**config.mk**
```make
export PLATFORM = sky130hd
export DESIGN_NAME = pci_dma_guard
export DESIGN_NICKNAME = d
export VERILOG_FILES = /design/src/rtl/pci_dma_guard.sv
export SDC_FILE = /design/constraint.sdc
export NUM_CORES = 1
export LEC_CHECK = 0
export ABC_AREA = 1
export BUFFER_PORTS_ARGS = -buffer_cell sky130_fd_sc_hd__buf_2
export CAP_MARGIN = 20
export CORE_UTILIZATION = 19
export DETAILED_ROUTE_END_ITERATION = 16
export GPL_ROUTABILITY_DRIVEN = 0
export PLACE_DENSITY = 0.78
export SYNTH_ARGS = -nofsm -noshare
export SYNTH_HDL_FRONTEND = slang
export SYNTH_SLANG_ARGS = --single-unit
```
**constraint.sdc**
```tcl
create_clock -name clk -period 1 [get_ports clk]
set_input_delay 0 -clock clk [delete_from_list [all_inputs] [get_ports clk]]
set_output_delay 0 -clock clk [all_outputs]
set_load 0.02 [all_outputs]
```
**src/rtl/pci_dma_guard.sv**
```systemverilog
module pci_dma_guard #(
  parameter int ADDR_W       = 32,
  parameter int CNT_W        = 24,
  parameter int LEN_W        = 6,
  parameter int STEP_W       = 8,
  parameter int MAX_BURST_DW = 8,
  parameter int DW_BYTES     = 8
) (
  input  logic                     clk,
  input  logic                     rst_n,
  input  logic                     start_i,
  input  logic                     burst_i,
  input  logic [LEN_W-1:0]         burst_dw_i,
  input  logic signed [STEP_W-1:0] step_i,
  input  logic                     dual_i,
  input  logic                     ext_io_i,
  input  logic [ADDR_W-1:0]        src_i,
  input  logic [ADDR_W-1:0]        dst_i,
  input  logic [CNT_W-1:0]         count_i,
  input  logic                     clr_we_i,
  input  logic [3:0]               clr_data_i,
  output logic [3:0]               status_o,
  output logic                     blocked_o,
  output logic                     err_pulse_o
);
  localparam int AL_W = $clog2(DW_BYTES);
  localparam logic signed [STEP_W-1:0] NEG_STEP = STEP_W'(-DW_BYTES);
  localparam logic [LEN_W-1:0] LEN_LIMIT = LEN_W'(MAX_BURST_DW);

  logic       suppress, checked;
  logic [3:0] hit, clr_mask, fresh, status_q;

  assign suppress = start_i & ~dual_i & ext_io_i;
  assign checked  = start_i & burst_i & ~suppress;

  assign hit[0] = checked & (burst_dw_i > LEN_LIMIT);
  assign hit[1] = checked & (step_i == NEG_STEP);
  assign hit[2] = checked & (step_i == '0);
  assign hit[3] = checked & dual_i &
                  ((|src_i[AL_W-1:0]) | (|dst_i[AL_W-1:0]) | (|count_i[AL_W-1:0]));

  assign clr_mask = clr_we_i ? clr_data_i : 4'b0000;
  assign fresh    = hit & ~status_q;

  always_ff @(posedge clk or negedge rst_n) begin
    if (!rst_n) begin
      status_q    <= '0;
      blocked_o   <= 1'b0;
      err_pulse_o <= 1'b0;
    end else begin
      status_q    <= (status_q & ~clr_mask) | hit;
      blocked_o   <= (|hit) | suppress;
      err_pulse_o <= |fresh;
    end
  end

  assign status_o = status_q;

  // a bit only drops after a clear of that bit
  for (genvar b = 0; b < 4; b++) begin : g_sticky
    p_sticky_r9: assert property (@(posedge clk) disable iff (!rst_n)
      ($past(status_o[b]) && !($past(clr_we_i) && $past(clr_data_i[b]))) |-> status_o[b])
      else $error("status bit %0d dropped without clear", b);
  end

  p_blocked_after_start_r10: assert property (@(posedge clk) disable iff (!rst_n)
    blocked_o |-> $past(start_i))
    else $error("blocked without a start");

  p_pulse_needs_block_r11: assert property (@(posedge clk) disable iff (!rst_n)
    err_pulse_o |-> blocked_o)
    else $error("error pulse without block");

  p_pulse_new_bit_r11: assert property (@(posedge clk) disable iff (!rst_n)
    err_pulse_o |-> ((status_o & ~$past(status_o)) != 4'b0000 || $past(clr_we_i)))
    else $error("error pulse with no newly set bit");

  p_suppress_silent_r6: assert property (@(posedge clk) disable iff (!rst_n)
    $past(start_i && !dual_i && ext_io_i) |-> (blocked_o && !err_pulse_o &&
      ((status_o & ~$past(status_o)) == 4'b0000)))
    else $error("suppressed request changed status");

  p_plain_exempt_r7: assert property (@(posedge clk) disable iff (!rst_n)
    $past(start_i && !burst_i) |-> (!err_pulse_o &&
      ((status_o & ~$past(status_o)) == 4'b0000)))
    else $error("non-burst request set status");
endmodule

```
## Word-level counts from Yosys, hierarchy flattened

Cells that the tools add are included.

| word-level totals | value |
|---|---|
| register bits after elaboration | 6 |
| output and inout bits | 6 |
| logic and storage cells | 31 |

| operators by class | value |
|---|---|
| magnitude comparators | 1 |
| equality and inequality tests | 1 |
| mux-type cells | 1 |
| bitwise operators | 19 |
| reduce and logical (&&, ||, !) cells | 6 |

Operators by type and width:

| kind | number |
|---|---|
| $and A1 B1 Y1 | 9 |
| $reduce_or A3 Y1 | 3 |
| $and A4 B4 Y4 | 2 |
| $eq A8 B4 Y1 const B | 1 |
| $logic_not A8 Y1 | 1 |
| $not A4 Y4 | 2 |
| $reduce_or A4 Y1 | 2 |
| $gt A6 B4 Y1 const B | 1 |
| $mux W4 | 1 |
| $or A4 B4 Y4 | 1 |
| $or A1 B1 Y1 | 3 |
| $not A1 Y1 | 2 |

## Depth between registers and ports, before layout

| depth | value |
|---|---|
| depth after elaboration | 9 |
| gate-level depth with buffers | 7 |
| gate-level depth less buffers | 7 |

## Least setup slack after synthesis

No wires, ideal clock.

| timing path | value |
|---|---|
| path type | reg2reg |
| start | reg status_q[3] (netlist: status_o[3]) |
| end | reg status_q[3] (netlist: status_o[3]) |
| setup time | 0.124 ns |
| arrival time | 0.762 ns |
| data required time | 0.876 ns |
| slack | 0.114 ns |
| stages on the path, launching flop included | 4 |
| buffers on the path | 0 |
| clock period less this slack | 0.886 ns |
| path through | dfrtp_1 inv_1 a21oi_1 or2_1 |

| on the way | value |
|---|---|
| cells in the longest elaborated chain, start to end | 2 |

Ends and longest elaborated chain:

| what | line | text |
|---|---|---|
| start, declared | 31 | `logic [3:0] hit, clr_mask, fresh, status_q;` |
| start signal, assigned | 51 | `status_q <= (status_q & ~clr_mask) \| hit;` |
| $and A4 B4 Y4 | 51 |  |
| $or A4 B4 Y4 | 51 |  |

No other way between the ends.

## Final worst setup path

| timing path | value |
|---|---|
| start | reg status_q[2] (netlist: status_o[2]) |
| end | out status_o[2] |

RTL lines:

| what | line | text |
|---|---|---|
| end, declared | 22 | `output logic [3:0] status_o,` |

No word-level cell between the ends.

==> results.cfg <==
[route]
dr_total_vias = 557
wire_per_inst_um = 8.88
dr.pass1.iters = 4
drc = 0
wirelength_um = 1210
ant_nets = 0
viasPerCell = 4.10
drtIter0Drc = 4

[global_routing]
grt_pass1_wl_um = 2060
grt_max_degree = 8
grt_usage = 0.114
antenna_found_initial = 0
grt_pass1_vias = 523
grt.overflow.total = 0

[logic_synthesis]
synth-seq-area-share = 0.358
ys_seq_elements = 6
avgSynthCellArea_um2 = 6.45
synth_nets = 178
yosysWarnings = 0
synthesis.instances = 65
synth_cell_types = 13
netlist_area_um2 = 419

[hold_path]
holdPathStages = 3
hold_path.class = in -> reg
min_to = status_o[0]
holdCritStartpoint = clr_data_i[0]

[clock_tree]
clk_pin_slew_ns = 0.04
htreeDepth = 1
cts.path.max_buffers = 2
cts_setup_buffers = 0
clock-sinks = 6
cts_tree = built
clk_latency_ns = 0.25
cts_root_buffer = clkbuf_4
numCtsBuffers = 3

[setup_path]
crit_type = reg -> out
slowest_stage = dfrtp_1
slowest_delay_ns = 0.39
r2r_cells = 3
path_buf_inv = 1
cp-end-kind = output pin
path_cells = buf_2
critical_path_arrival_ns = 0.81
worst-path-max-fanout = 3
worst_r2r_endpoint = status_o[3]
setup.worst_path.start_class = flip-flop
r2r_slack_ns = 0.20
timing.rr.start = status_o[3]
critPathTopFamily = flip-flops
worstPathRequired_ns = 1.00

[placed_design]
pre_cts_ws_ns = 0.153
post-dp-hpwl_um = 1110
place_inst = 131
numPortBuffers = 39

[sta]
maxSlewHeadroom = 0.838
hold_violations = 0
whs_ns = 0.0566
setup_viol = 0
finalSetupTns_ns = 0
max_freq_ghz = 1.24
clock_skew_ns = 0.00294
worst_slack_ns = 0.195
rsz0062_at_grt = false
post-route-period-util = 0.805
slew_violations = 0
worstMarginPinSlew_ns = 0.243
finalCriticalPeriod_ns = 0.805

[power]
p_sw_mw = 0.195
p_seq_frac = 0.394
comb_power_share = 0.281
power.share.clock = 0.325
vdd_drop_max_uv = 519
internal_power_mw = 0.491
p_sw_frac = 0.284
power.leakage_nw = 0.407
p_per_area_mw_per_mm2 = 993

[flow_run]
max-cap-violations = 0

[floorplan]
dieHeight_um = 49.0
dieArea_mm2 = 0.00240
die-width_um = 49.0
coreArea_mm2 = 0.00202
rows = 16
start_util = 0.207
io_pins = 119

[final_layout]
diodes = 0
final_util = 0.342
num-fill-cells = 218
finalNonFillerCells = 136
drive_above_1_share = 0.413
layout.nets = 224
area_growth_pct = 64.8

[status]
status = completed
==> stage by stage <==
| step | cell area (µm²) | power (mW) |
|---|---|---|
| final | 691 | 0.686 |
| after CTS | 691 | 0.701 |
| after floorplan | 419 | 0.358 |
| after global placement | 648 | 0.459 |
| after detailed placement | 648 | 0.463 |
| after global routing | 691 | 0.739 |
==> per-layer routing <==
| metal | track usage | vias up | part of all wire |
|---|---|---|---|
| met1 | 0.129 | 237 | 0.41 |
| met3 | 0.0405 | 5 | 0.073 |
| met5 | 0 | - | 0 |
| met2 | 0.188 | 22 | 0.49 |
| li1 | - | 293 | - |
| met4 | 0.0588 | 0 | 0.021 |
==> kinds of logic after synthesis <==
kind of cell,Yosys count,share of synthesized area
compound gates,8,0.113
flops,6,0.358
buf+inv,9,0.0806
simple gates,42,0.448
==> cells in the mapped netlist, drive strengths merged <==
cell type,number,area share
a21boi,1,0.018
nand3,4,0.048
inv,9,0.081
dfrtp,6,0.36
nand4,1,0.015
nor2,16,0.16
a21oi,3,0.036
nand2,18,0.16
or2,2,0.030
nor3,1,0.039
a21o,2,0.036
o21ai,2,0.024
==> cell usage in the layout, fill, tap and decap left out <==
cell type and n:
clkbuf_4 3, a21o_1 2, nor2_1 14, dlygate4sd3_1 2
dfrtp_1 6, inv_1 9, nand2_1 18, o21ai_0 2
nand3_1 4, buf_2 39, nand4_1 1, nor2_2 2
nor3_4 1, a21oi_1 3, or2_1 2, a21boi_1 1
==> power by group through the flow <==
stage	Clock (mW)	Combinational, mW	Sequential [mW]
after global routing	0.250	0.217	0.273
after CTS	0.235	0.196	0.271
final	0.223	0.192	0.270
after global placement	0	0.186	0.273
after floorplan	0	0.0599	0.298
after detailed placement	0	0.189	0.274
==> state kept, by name, summed over array words and instances (netlist names) <==
name and flops:
err_pulse_o 1, status_o 4, blocked_o 1
==> repair_timing <==
action	in CTS	in global routing
hold buffers	2	0
gates resized for setup	0	0
endpoints found under the hold margin	7	0
==> cell type report <==
type | count | area, µm² | share of cell area
multi-input cells | 50 | 235 | 0.341
flip-flops and latches | 6 | 150 | 0.217
well taps | 27 | 33.8 | 0.0489
inverters | 9 | 33.8 | 0.0489
clock buffers | 3 | 22.5 | 0.0326
repair buffers | 41 | 215 | 0.312
==> worst max path at each step <==
stage / startpoint / to / slack, ns / cells past startpoint
floorplan: status_o[3] / status_o[3] / 0.11 / 3
global placement: dst_i[1] / status_o[3] / 0.16 / 5
detailed placement: dst_i[1] / status_o[3] / 0.15 / 5
CTS: status_o[2] / status_o[2] / 0.19 / 1
global route: status_o[3] / status_o[3] / 0.13 / 3
finish: status_o[2] / status_o[2] / 0.19 / 1
==> worst min-delay path: cells and delay by family <==
| family | cells | cell delay, ns |
|---|---|---|
| AOI/OAI and AO/OA | 2 | 0.19 |
| buffers and inverters | 1 | 0.07 |
No activity file was read; power rests on OpenSTA's default activity.
